[src/rtl/nibble_rx_pkg.sv]
package nibble_rx_pkg;

  typedef enum logic [2:0] {
    ST_IDLE,
    ST_REQ,
    ST_RELEASE,
    ST_SHOW,
    ST_DONE
  } rxState_t;

  typedef enum logic [1:0] {
    RX_OK      = 2'd0,
    RX_TIMEOUT = 2'd1,
    RX_IOERR   = 2'd2
  } rxStatus_t;

  // Strobes from control to datapath
  typedef struct packed {
    logic timerClr;  // restart the tick timer
    logic useLong;   // select the idle limit instead of the response limit
    logic capLo;     // latch status lines into low half
    logic capHi;     // latch status lines into high half
    logic lenLoad;   // latch request length, clear byte counter
    logic cntInc;    // one byte accepted by the consumer
  } rxCtrl_t;

endpackage

[src/rtl/nibble_rx_datapath.sv]
module nibble_rx_datapath
  import nibble_rx_pkg::*;
#(
  parameter int TICK_DIV    = 4,
  parameter int IDLE_LIMIT  = 2000,
  parameter int RESP_LIMIT  = 6,
  parameter int CNT_W       = 16,
  parameter int SYNC_STAGES = 2
) (
  input  logic             clk,
  input  logic             rstN,
  input  rxCtrl_t          ctrl,
  input  logic             ackRaw,
  input  logic [3:0]       statRaw,
  input  logic [CNT_W-1:0] reqLen,
  output logic             ackS,
  output logic             timeUp,
  output logic             lenZero,
  output logic             lastByte,
  output logic [7:0]       byteData,
  output logic [CNT_W-1:0] count
);

  localparam int TW = $clog2(IDLE_LIMIT + 1);
  localparam int DW = $clog2(TICK_DIV + 1);
  localparam logic [TW-1:0] LONG_LIM  = TW'(IDLE_LIMIT);
  localparam logic [TW-1:0] SHORT_LIM = TW'(RESP_LIMIT);
  localparam logic [DW-1:0] DIV_MAX   = DW'(TICK_DIV - 1);
  localparam int LW = 5;  // ack plus four status lines

  // ---------------- input synchronizer ----------------
  for (genvar g = 0; g < SYNC_STAGES; g++) begin : gen_sync
    logic [LW-1:0] q;
    always_ff @(posedge clk) begin
      if (!rstN) begin
        q <= {1'b1, 4'b0000};
      end else begin
        if (g == 0) q <= {ackRaw, statRaw};
        else        q <= gen_sync[(g == 0) ? 0 : g - 1].q;
      end
    end
  end

  logic [LW-1:0] syncOut;
  logic [3:0]    statS;
  assign syncOut = gen_sync[SYNC_STAGES-1].q;
  assign ackS    = syncOut[4];
  assign statS   = syncOut[3:0];

  // ---------------- tick timer ----------------
  logic [DW-1:0] divQ;
  logic [TW-1:0] tickQ;

  always_ff @(posedge clk) begin
    if (!rstN || ctrl.timerClr) begin
      divQ  <= '0;
      tickQ <= '0;
    end else if (divQ == DIV_MAX) begin
      divQ <= '0;
      if (tickQ != LONG_LIM) tickQ <= tickQ + 1'b1;
    end else begin
      divQ <= divQ + 1'b1;
    end
  end

  assign timeUp = tickQ >= (ctrl.useLong ? LONG_LIM : SHORT_LIM);

  // ---------------- byte assembly ----------------
  logic [3:0] loQ, hiQ;

  always_ff @(posedge clk) begin
    if (!rstN) begin
      loQ <= '0;
      hiQ <= '0;
    end else begin
      if (ctrl.capLo) loQ <= statS;
      if (ctrl.capHi) hiQ <= statS;
    end
  end

  assign byteData = {hiQ, loQ};

  // ---------------- length and count ----------------
  logic [CNT_W-1:0] lenQ, cntQ;

  always_ff @(posedge clk) begin
    if (!rstN) begin
      lenQ <= '0;
      cntQ <= '0;
    end else if (ctrl.lenLoad) begin
      lenQ <= reqLen;
      cntQ <= '0;
    end else if (ctrl.cntInc) begin
      cntQ <= cntQ + 1'b1;
    end
  end

  assign lenZero  = (reqLen == '0);
  assign lastByte = (CNT_W'(cntQ + 1'b1) == lenQ);
  assign count    = cntQ;

  // no byte is accepted beyond the requested length
  p_no_overrun_r9 : assert property (@(posedge clk) disable iff (!rstN)
    ctrl.cntInc |-> (cntQ < lenQ));

  // a half is written into exactly one side of the byte
  p_cap_onehot_r4 : assert property (@(posedge clk) disable iff (!rstN)
    $onehot0({ctrl.capLo, ctrl.capHi}));

endmodule

[src/rtl/nibble_rx_ctrl.sv]
module nibble_rx_ctrl
  import nibble_rx_pkg::*;
(
  input  logic      clk,
  input  logic      rstN,
  input  logic      start,
  input  logic      lenZero,
  input  logic      ackS,
  input  logic      timeUp,
  input  logic      lastByte,
  input  logic      byteReady,
  output rxCtrl_t   ctrl,
  output logic      hostReqN,
  output logic      byteValid,
  output logic      doneValid,
  output rxStatus_t doneStatus,
  output logic      active
);

  rxState_t  stateQ, stateNext;
  logic      hiQ, hiNext;
  rxStatus_t statQ, statNext;

  always_ff @(posedge clk) begin
    if (!rstN) begin
      stateQ <= ST_IDLE;
      hiQ    <= 1'b0;
      statQ  <= RX_OK;
    end else begin
      stateQ <= stateNext;
      hiQ    <= hiNext;
      statQ  <= statNext;
    end
  end

  always_comb begin
    ctrl      = '0;
    stateNext = stateQ;
    hiNext    = hiQ;
    statNext  = statQ;
    unique case (stateQ)
      ST_IDLE: begin
        if (start) begin
          ctrl.lenLoad = 1'b1;
          if (lenZero) begin
            statNext  = RX_OK;
            stateNext = ST_DONE;
          end else begin
            ctrl.timerClr = 1'b1;
            hiNext        = 1'b0;
            stateNext     = ST_REQ;
          end
        end
      end
      ST_REQ: begin
        ctrl.useLong = !hiQ;
        if (!ackS) begin
          ctrl.capLo    = !hiQ;
          ctrl.capHi    = hiQ;
          ctrl.timerClr = 1'b1;
          stateNext     = ST_RELEASE;
        end else if (timeUp) begin
          statNext  = RX_TIMEOUT;
          stateNext = ST_DONE;
        end
      end
      ST_RELEASE: begin
        if (ackS) begin
          ctrl.timerClr = 1'b1;
          if (hiQ) begin
            stateNext = ST_SHOW;
          end else begin
            hiNext    = 1'b1;
            stateNext = ST_REQ;
          end
        end else if (timeUp) begin
          statNext  = hiQ ? RX_IOERR : RX_TIMEOUT;
          stateNext = ST_DONE;
        end
      end
      ST_SHOW: begin
        if (byteReady) begin
          ctrl.cntInc = 1'b1;
          if (lastByte) begin
            statNext  = RX_OK;
            stateNext = ST_DONE;
          end else begin
            ctrl.timerClr = 1'b1;
            hiNext        = 1'b0;
            stateNext     = ST_REQ;
          end
        end
      end
      ST_DONE: stateNext = ST_IDLE;
      default: stateNext = ST_IDLE;
    endcase
  end

  assign hostReqN   = (stateQ != ST_REQ);
  assign byteValid  = (stateQ == ST_SHOW);
  assign doneValid  = (stateQ == ST_DONE);
  assign doneStatus = statQ;
  assign active     = (stateQ != ST_IDLE);

  // request is released the cycle after a low acknowledge is seen
  p_req_release_r2 : assert property (@(posedge clk) disable iff (!rstN)
    (stateQ == ST_REQ && !ackS) |=> hostReqN);

  // zero-length start finishes without a request
  p_zero_len_r10 : assert property (@(posedge clk) disable iff (!rstN)
    (stateQ == ST_IDLE && start && lenZero) |=> (doneValid && hostReqN));

  // an expired first-half wait ends with timeout status
  p_first_timeout_r6 : assert property (@(posedge clk) disable iff (!rstN)
    (stateQ == ST_REQ && !hiQ && ackS && timeUp) |=> (doneValid && statQ == RX_TIMEOUT));

endmodule

[src/rtl/nibble_rx.sv]
module nibble_rx
  import nibble_rx_pkg::*;
#(
  parameter int TICK_DIV    = 4,
  parameter int IDLE_LIMIT  = 2000,
  parameter int RESP_LIMIT  = 6,
  parameter int CNT_W       = 16,
  parameter int SYNC_STAGES = 2
) (
  input  logic             clk,
  input  logic             rstN,
  input  logic             start,
  input  logic [CNT_W-1:0] reqLen,
  output logic             hostReqN,
  output logic             selInN,
  output logic             strobeN,
  input  logic             ackN,
  input  logic             faultN,
  input  logic             selectIn,
  input  logic             paperErr,
  input  logic             busyIn,
  output logic             byteValid,
  output logic [7:0]       byteData,
  input  logic             byteReady,
  output logic             doneValid,
  output logic [1:0]       doneStatus,
  output logic [CNT_W-1:0] doneCount,
  output logic             active
);

  rxCtrl_t   ctrl;
  logic      ackS, timeUp, lenZero, lastByte;
  rxStatus_t statusE;

  nibble_rx_datapath #(
    .TICK_DIV   (TICK_DIV),
    .IDLE_LIMIT (IDLE_LIMIT),
    .RESP_LIMIT (RESP_LIMIT),
    .CNT_W      (CNT_W),
    .SYNC_STAGES(SYNC_STAGES)
  ) u_datapath (
    .clk     (clk),
    .rstN    (rstN),
    .ctrl    (ctrl),
    .ackRaw  (ackN),
    .statRaw ({busyIn, paperErr, selectIn, faultN}),
    .reqLen  (reqLen),
    .ackS    (ackS),
    .timeUp  (timeUp),
    .lenZero (lenZero),
    .lastByte(lastByte),
    .byteData(byteData),
    .count   (doneCount)
  );

  nibble_rx_ctrl u_ctrl (
    .clk       (clk),
    .rstN      (rstN),
    .start     (start),
    .lenZero   (lenZero),
    .ackS      (ackS),
    .timeUp    (timeUp),
    .lastByte  (lastByte),
    .byteReady (byteReady),
    .ctrl      (ctrl),
    .hostReqN  (hostReqN),
    .byteValid (byteValid),
    .doneValid (doneValid),
    .doneStatus(statusE),
    .active    (active)
  );

  assign doneStatus = statusE;
  assign selInN     = 1'b1;
  assign strobeN    = 1'b1;

  // an offered byte is held steady until taken
  p_byte_hold_r8 : assert property (@(posedge clk) disable iff (!rstN)
    (byteValid && !byteReady) |=> (byteValid && $stable(byteData)));

endmodule

[config.mk]
export PLATFORM = sky130hd
export DESIGN_NAME = nibble_rx
export DESIGN_NICKNAME = d
export VERILOG_FILES = /design/src/rtl/nibble_rx_pkg.sv /design/src/rtl/nibble_rx_datapath.sv /design/src/rtl/nibble_rx_ctrl.sv /design/src/rtl/nibble_rx.sv
export SDC_FILE = /design/constraint.sdc
export NUM_CORES = 1
export LEC_CHECK = 0
export CELL_PAD_IN_SITES_DETAIL_PLACEMENT = 1
export CELL_PAD_IN_SITES_GLOBAL_PLACEMENT = 2
export CORE_MARGIN = 5
export CORE_UTILIZATION = 32
export CTS_BUF_LIST = sky130_fd_sc_hd__clkbuf_4 sky130_fd_sc_hd__clkbuf_8 sky130_fd_sc_hd__clkbuf_16
export CTS_CLUSTER_SIZE = 24
export DETAILED_ROUTE_END_ITERATION = 16
export PLACE_DENSITY_LB_ADDON = 0.05
export SLEW_MARGIN = 20
export SYNTH_ARGS = -nofsm -noshare
export SYNTH_HDL_FRONTEND = slang
export SYNTH_SLANG_ARGS = --single-unit
[constraint.sdc]
create_clock -name clk -period 3.3 [get_ports clk]
set_clock_uncertainty 0.1 [all_clocks]
set_input_delay 0.66 -clock clk [delete_from_list [all_inputs] [get_ports clk]]
set_output_delay 0.66 -clock clk [all_outputs]
set_load 0.01 [all_outputs]
* Yosys cells after proc, flatten, opt, wreduce, memory -nomap -nowiden
Index checks and enable logic that the tools add are counted.
Cells by class: $add $sub $neg 3, $lt $le $gt $ge 1, equal/unequal tests 19, mux-type cells 39, bitwise operators 1, reductions and logical operators 14
Operators with widths (count):
- 3-bit two-way mux | 8
- 2-bit two-way mux | 11
- 2-bit inequality test, second input constant | 9
- 16-bit by 1-bit adder with 16-bit output, second input constant | 1
- 16-bit equality test | 1
- 16-bit logical NOT | 1
- 1-bit two-way mux | 15
- 3-bit case mux with 4 select lines | 1
- 11-bit by 1-bit adder with 11-bit output, second input constant | 1
- 11-bit greater-or-equal comparator | 1
- 11-bit two-way mux | 1
- 11-bit inequality test, second input constant | 1
- 3-bit by 2-bit equality test with 1-bit output, second input constant | 3
- 9-bit AND reduction | 1
- 2-bit case mux with 4 select lines | 1
- 6-bit AND reduction | 1
- 3-bit nonzero test | 2
- 2-bit by 1-bit inequality test with 1-bit output, second input constant | 2
- 1-bit case mux with 4 select lines | 1
- 2-bit AND reduction | 2
- 4-bit nonzero test | 1
- 2-bit OR reduction | 2
- 3-bit by 1-bit adder with 3-bit output, second input constant | 1
- 3-bit by 1-bit equality test with 1-bit output, second input constant | 1
- 7 further kinds | 8
Storage, ports and cells: flip-flop bits (word level) 70, input port bits 25, logic and storage cells 88

* Logic depth before layout (Yosys ltp)
word-level depth 8, gate-level depth with buffers 11

* By module
From an unflattened synthesis, not the netlist that was laid out.
Second synthesis, totals: cells, all modules 396, area, all modules 3636.0 um^2
Modules (own cells, without submodules):
- nibble_rx_datapath | instances 1, cells an instance 337, area each 3184.3 um^2, sequential area each 1281.2 um^2
- nibble_rx_ctrl | instances 1, cells an instance 56, area each 432.9 um^2, sequential area each 120.1 um^2
- nibble_rx | instances 1, cells an instance 3, area each 18.8 um^2, sequential area each 0.0 um^2

* Least setup slack after synthesis
OpenSTA, ideal clock, no wires.
kind flip-flop to flip-flop, from reg u_ctrl.stateQ[2], to reg u_ctrl.stateQ[2], library setup time 115 ps, arrival time 2826 ps, data required time 3085 ps, path slack 259 ps, stages on the path, launching flop included 11, path buffers 1, period minus slack after synthesis 3041 ps, cells stage by stage dfxtp_1 or4b_2 clkbuf_1 ha_1 nor2b_1 o21ai_0 a31o_2 a22oi_1 or2_2 o311a_2 and2_1
On the way: word-level cells in the longest chain between the ends 7, elaborated cells on any way between the ends 14, those cells by class order compare (1); eq/ne (5); mux (6); reduce/logical (2)
RTL lines:
- start, declared | RTL line nibble_rx_ctrl.sv:20 | rxState_t stateQ, stateNext;
- start signal, assigned | RTL line nibble_rx_ctrl.sv:30 | stateQ <= stateNext;
- 3-bit by 1-bit equality test with 1-bit output | RTL line nibble_rx_ctrl.sv:41 | unique case (stateQ)
- 3-bit two-way mux | RTL line nibble_rx_ctrl.sv:41
- 11-bit two-way mux | RTL line nibble_rx_datapath.sv:66 | assign timeUp = tickQ >= (ctrl.useLong ? LONG_LIM : SHORT_LIM);
- 11-bit greater-or-equal comparator | RTL line nibble_rx_datapath.sv:66
- 3-bit two-way mux
- 3-bit two-way mux, on equally long branches
- 3-bit case mux with 4 select lines | RTL line nibble_rx_ctrl.sv:41
Parallel ways exist; a longest one is shown, timed or not. A chain may end at the register's enable or synchronous reset.

* Final worst setup path
from reg u_datapath.cntQ[1] (netlist: u_datapath.count[1]), to reg u_datapath.divQ[1]
On the way: word-level cells in the longest chain between the ends 7
RTL lines:
- start, declared | RTL line nibble_rx_datapath.sv:84 | logic [CNT_W-1:0] lenQ, cntQ;
- start signal, assigned | RTL line nibble_rx_datapath.sv:94 | cntQ <= cntQ + 1'b1;
- 16-bit by 1-bit adder with 16-bit output | RTL line nibble_rx_datapath.sv:99 | assign lastByte = (CNT_W'(cntQ + 1'b1) == lenQ);
- 16-bit equality test | RTL line nibble_rx_datapath.sv:99
- 1-bit two-way mux | RTL line nibble_rx_ctrl.sv:84 | if (lastByte) begin
- 1-bit two-way mux | RTL line nibble_rx_ctrl.sv:82 | if (byteReady) begin
- 1-bit case mux with 4 select lines | RTL line nibble_rx_ctrl.sv:41
- 1-bit logical OR | RTL line nibble_rx_datapath.sv:55 | if (!rstN || ctrl.timerClr) begin
- 2-bit OR reduction (no line)
- end signal, assigned | RTL line nibble_rx_datapath.sv:62 | divQ <= divQ + 1'b1;
- end, declared | RTL line nibble_rx_datapath.sv:51 | logic [DW-1:0] divQ;
No other way between the ends.

==> impl_results.md <==
- Outcome: complete, no violations
- Arrival @ worst endpoint: 3210 ps
- Adder-Cell Fraction of Synth Area: around 3.3%
- Critical path's slowest cell: a2111o_2
- First-pass GRT wire length: between 15 and 20 mm
- Worst-Skew Late Latency: around 340 ps
- Post-synthesis mux area share: between 2 and 2.5%
- Initial core utilization: between 30% and 40%
- RSZ-0062 raised after global routing: false
- Gr usage total: around 17%
- Wirelength per Cell: approximately 17 µm
- Row cnt: 39
- Multi-input gate area: about 0.0021 mm²
- Delay-heaviest family, CP: compound AO/OA/AOI/OAI gates
- Netlist cell types: 66
- Area after DPL: around 0.0044 mm²
- # setup viols final: 0
- Main synth FF type: dfxtp_1
- Die height: between 100 and 150 µm
- # port buffers: 54
- CTS tree: yes
- # fillers: roughly 1,400
- Syn Area/Cell: around 8.2 µm²
- Cell area after synthesis: 0.00370 mm²
- Vias: between 3,000 and 4,000
- Final WL: 11.3 mm
- Sequential element share of the synthesized area: 37.9%
- Gp weighted congestion: 0.791
- Die width: approximately 120 µm
- Compound-Gate Fraction of Synth Area: 14.7%
- Actual slew at the worst max-slew pin: around 640 ps
- Min-delay worst type: flop to flop
- Total gr overflow: 0
- TritonRoute pass-1 iters: 4
- Crit. End Element: flop
- Fin. Hold Viols: 0
- PwrDens: between 400 and 500 mW/mm²
- Crit path buf inv count: 1
- Largest stage delay, worst path: 620 ps
- Rel. slew slack: approximately 57%
- Worst-path fanout max: 14
- Fraction of registers with async set/reset: 0%
- Routed Antenna Nets: 0
- Final Non-Filler Cells: around 660
- Antenna diodes: 0
- Post-route cell area: approximately 0.0047 mm²
- CTS Sinks: 70
- Starting DRC count in detailed routing: between 100 and 150
- DR vias/cell: between 5 and 6
- Reg clk slew, reported paths: 60 ps
- H-tree depth: 3
- Leak: between 1.5 and 2 nW
- CTS root buf: clkbuf_16
- Seq cells post-synth: 70
- Share of post-route cells with drive strength above 1: roughly a tenth
- Worst hold margin: roughly 310 ps
- Area grow syn2layout: 26.5%
- Crit Path Class: flop to flop
- Final Critical Period: 3040 ps
- Vias in the first global route: between 3,000 and 4,000
- Commonest cells after routing, fill and taps aside: nand2_1 (73), dfxtp_1 (68), clkdlybuf4s50_1 (54), nor2_1 (38), a21oi_1 (34)
- Nets: approximately 540
- CP cell instances: ha_1 > nand4_1 > buf_4 > a2111oi_1 > a21oi_1 > o22ai_1 > and3_1 > a31oi_1 > a2111o_2 > nor3b_1
- Final period util: between 90% and 100%
- Register area: about 0.0014 mm²
- Total core area: about 0.011 mm²
- Placed Instances: 640
- Synth warn: 0
- Post-CTS setup repair buffer count: 0
- Post-synthesis simple-gate area fraction: about 27%
- Largest family of logic cells by synthesized area: simple AND/OR/NAND/NOR gates
- Antenna violations before repair: 0
- Final TNS setup: 0 ps
- CTS Buf Count: 9
- DRC: 0
- Fmax achieved: between 300 and 400 MHz
- DIE AREA: 0.0138 mm²
- Most common cell after layout, fill and taps aside: nand2_1
- Synth Area in XOR/XNOR: under 10%
- Largest net degree at the start of global routing: 27
- Dpl hpwl: about 9 mm
- Max Slew Vio Count: 0
- # hold bufs at CTS: 0
- Gate Count Post-Synth: 449
- Critical Path RT: 3460 ps
- Ports: between 50 and 60
- Max IR drop VDD: 0.000361 V
- Max Cap Viol: 0
- Max Root-Sink Buffers: 2
- CP Launch Type: flop
- Post-synth EDFFs: 0
## Yosys cell counts (2+ instances only)
cell type | n | area share [%]
or4_1 | 3 | 0.61
clkbuf_1 | 13 | 1.3
nand2_1 | 73 | 7.4
xor2_1 | 14 | 3.3
nand2b_1 | 4 | 0.68
a2bb2oi_1 | 3 | 0.71
buf_6 | 6 | 1.8
nand3_1 | 12 | 1.6
nor4_1 | 6 | 1.0
nor2_1 | 38 | 3.9
dfxtp_1 | 70 | 38
o311ai_0 | 3 | 0.71
o2bb2ai_1 | 2 | 0.47
nor3b_1 | 3 | 0.61
and3_1 | 5 | 0.85
or3_1 | 6 | 1.0
o22ai_1 | 2 | 0.34
ha_1 | 9 | 3.0
o211ai_1 | 2 | 0.41
a21oi_1 | 34 | 4.6
o21ai_0 | 17 | 2.3
mux2i_1 | 8 | 2.2
nor3_1 | 10 | 1.4
nand3b_1 | 2 | 0.41
and4_1 | 2 | 0.47
or4b_2 | 2 | 0.54
buf_4 | 4 | 0.81
o31ai_1 | 3 | 0.61
xnor2_1 | 20 | 4.7
clkbuf_8 | 2 | 0.74
inv_1 | 14 | 1.4
a31oi_1 | 3 | 0.51
and2_1 | 12 | 2.0
nand4_1 | 9 | 1.5
nor2b_1 | 2 | 0.34
## per-layer routing
layer	up-vias	share of wire (%)	routed length, µm	GRT usage [%]
met5	-	0	0	0
met4	0	1.9	215	5.23
met3	19	3.3	372	4.95
met2	45	52	5910	30.8
met1	1593	43	4840	19.1
li1	1684	-	-	-
## state kept, by name, summed over array words and instances, names as in the netlist
register / count
u_ctrl.hiQ: 1
u_ctrl.doneStatus: 2
u_datapath.gen_sync.q: 10
u_datapath.tickQ: 11
u_datapath.hiQ: 4
u_datapath.divQ: 3
u_ctrl.stateQ: 3
u_datapath.loQ: 4
u_datapath.lenQ: 16
u_datapath.count: 16
## power breakdown
part / internal [mW] / switching, mW / leakage, nW
Combinational: 0.104 / 0.131 / 0.960
Clock: 0.518 / 0.402 / 0.141
Sequential: 0.873 / 0.0249 / 0.570
Total: 1.50 / 0.558 / 1.67
## area by class of cell
class	count	area share (%)
inverters	15	1.20
clock buffers	9	4.82
multi-input cells	338	44.2
well taps	143	3.83
flip-flops and latches	70	30.0
repair buffers	74	14.8
clock inverters	7	1.15
## stage by stage
stage                     power [mW]  setup WS, ps  util [%]
after floorplan                 1.06           259         -
after global placement          1.15           179      38.6
after detailed placement        1.16           104      38.6
after CTS                       2.09           204      41.0
after global routing            2.17          41.3      41.1
final                           2.05           257      41.1
## worst paths after layout
kind	depth (start not counted)	slack [ps]	start	end
min reg2reg	1	310	u_datapath.gen_sync[0].q[4]	u_datapath.gen_sync[1].q[4]
max	10	260	u_datapath.count[1]	u_datapath.divQ[1]
max reg2reg	10	260	u_datapath.count[1]	u_datapath.divQ[1]
min	1	310	u_datapath.gen_sync[0].q[4]	u_datapath.gen_sync[1].q[4]
## logic make-up (layout without fill, tap and decap cells)
family                     count (synthesis)  in the layout
DFF                                       70             70
and+or+nand+nor                          199            199
AOI/OAI and AO/OA                         85             85
other                                      1              2
buffers and inverters                     42            105
xor gates and xnor gates                  34             34
adders and majority gates                 10             10
muxes                                      8              8
## what timing repair did
| item | 4_1_cts | 5_1_grt |
|---|---|---|
| resized for setup | 0 | 4 |
| endpoints found under the setup margin | 0 | 2 |
| endpoints found under the hold margin | 0 | 0 |
No activity file was read; power rests on OpenSTA's default activity.
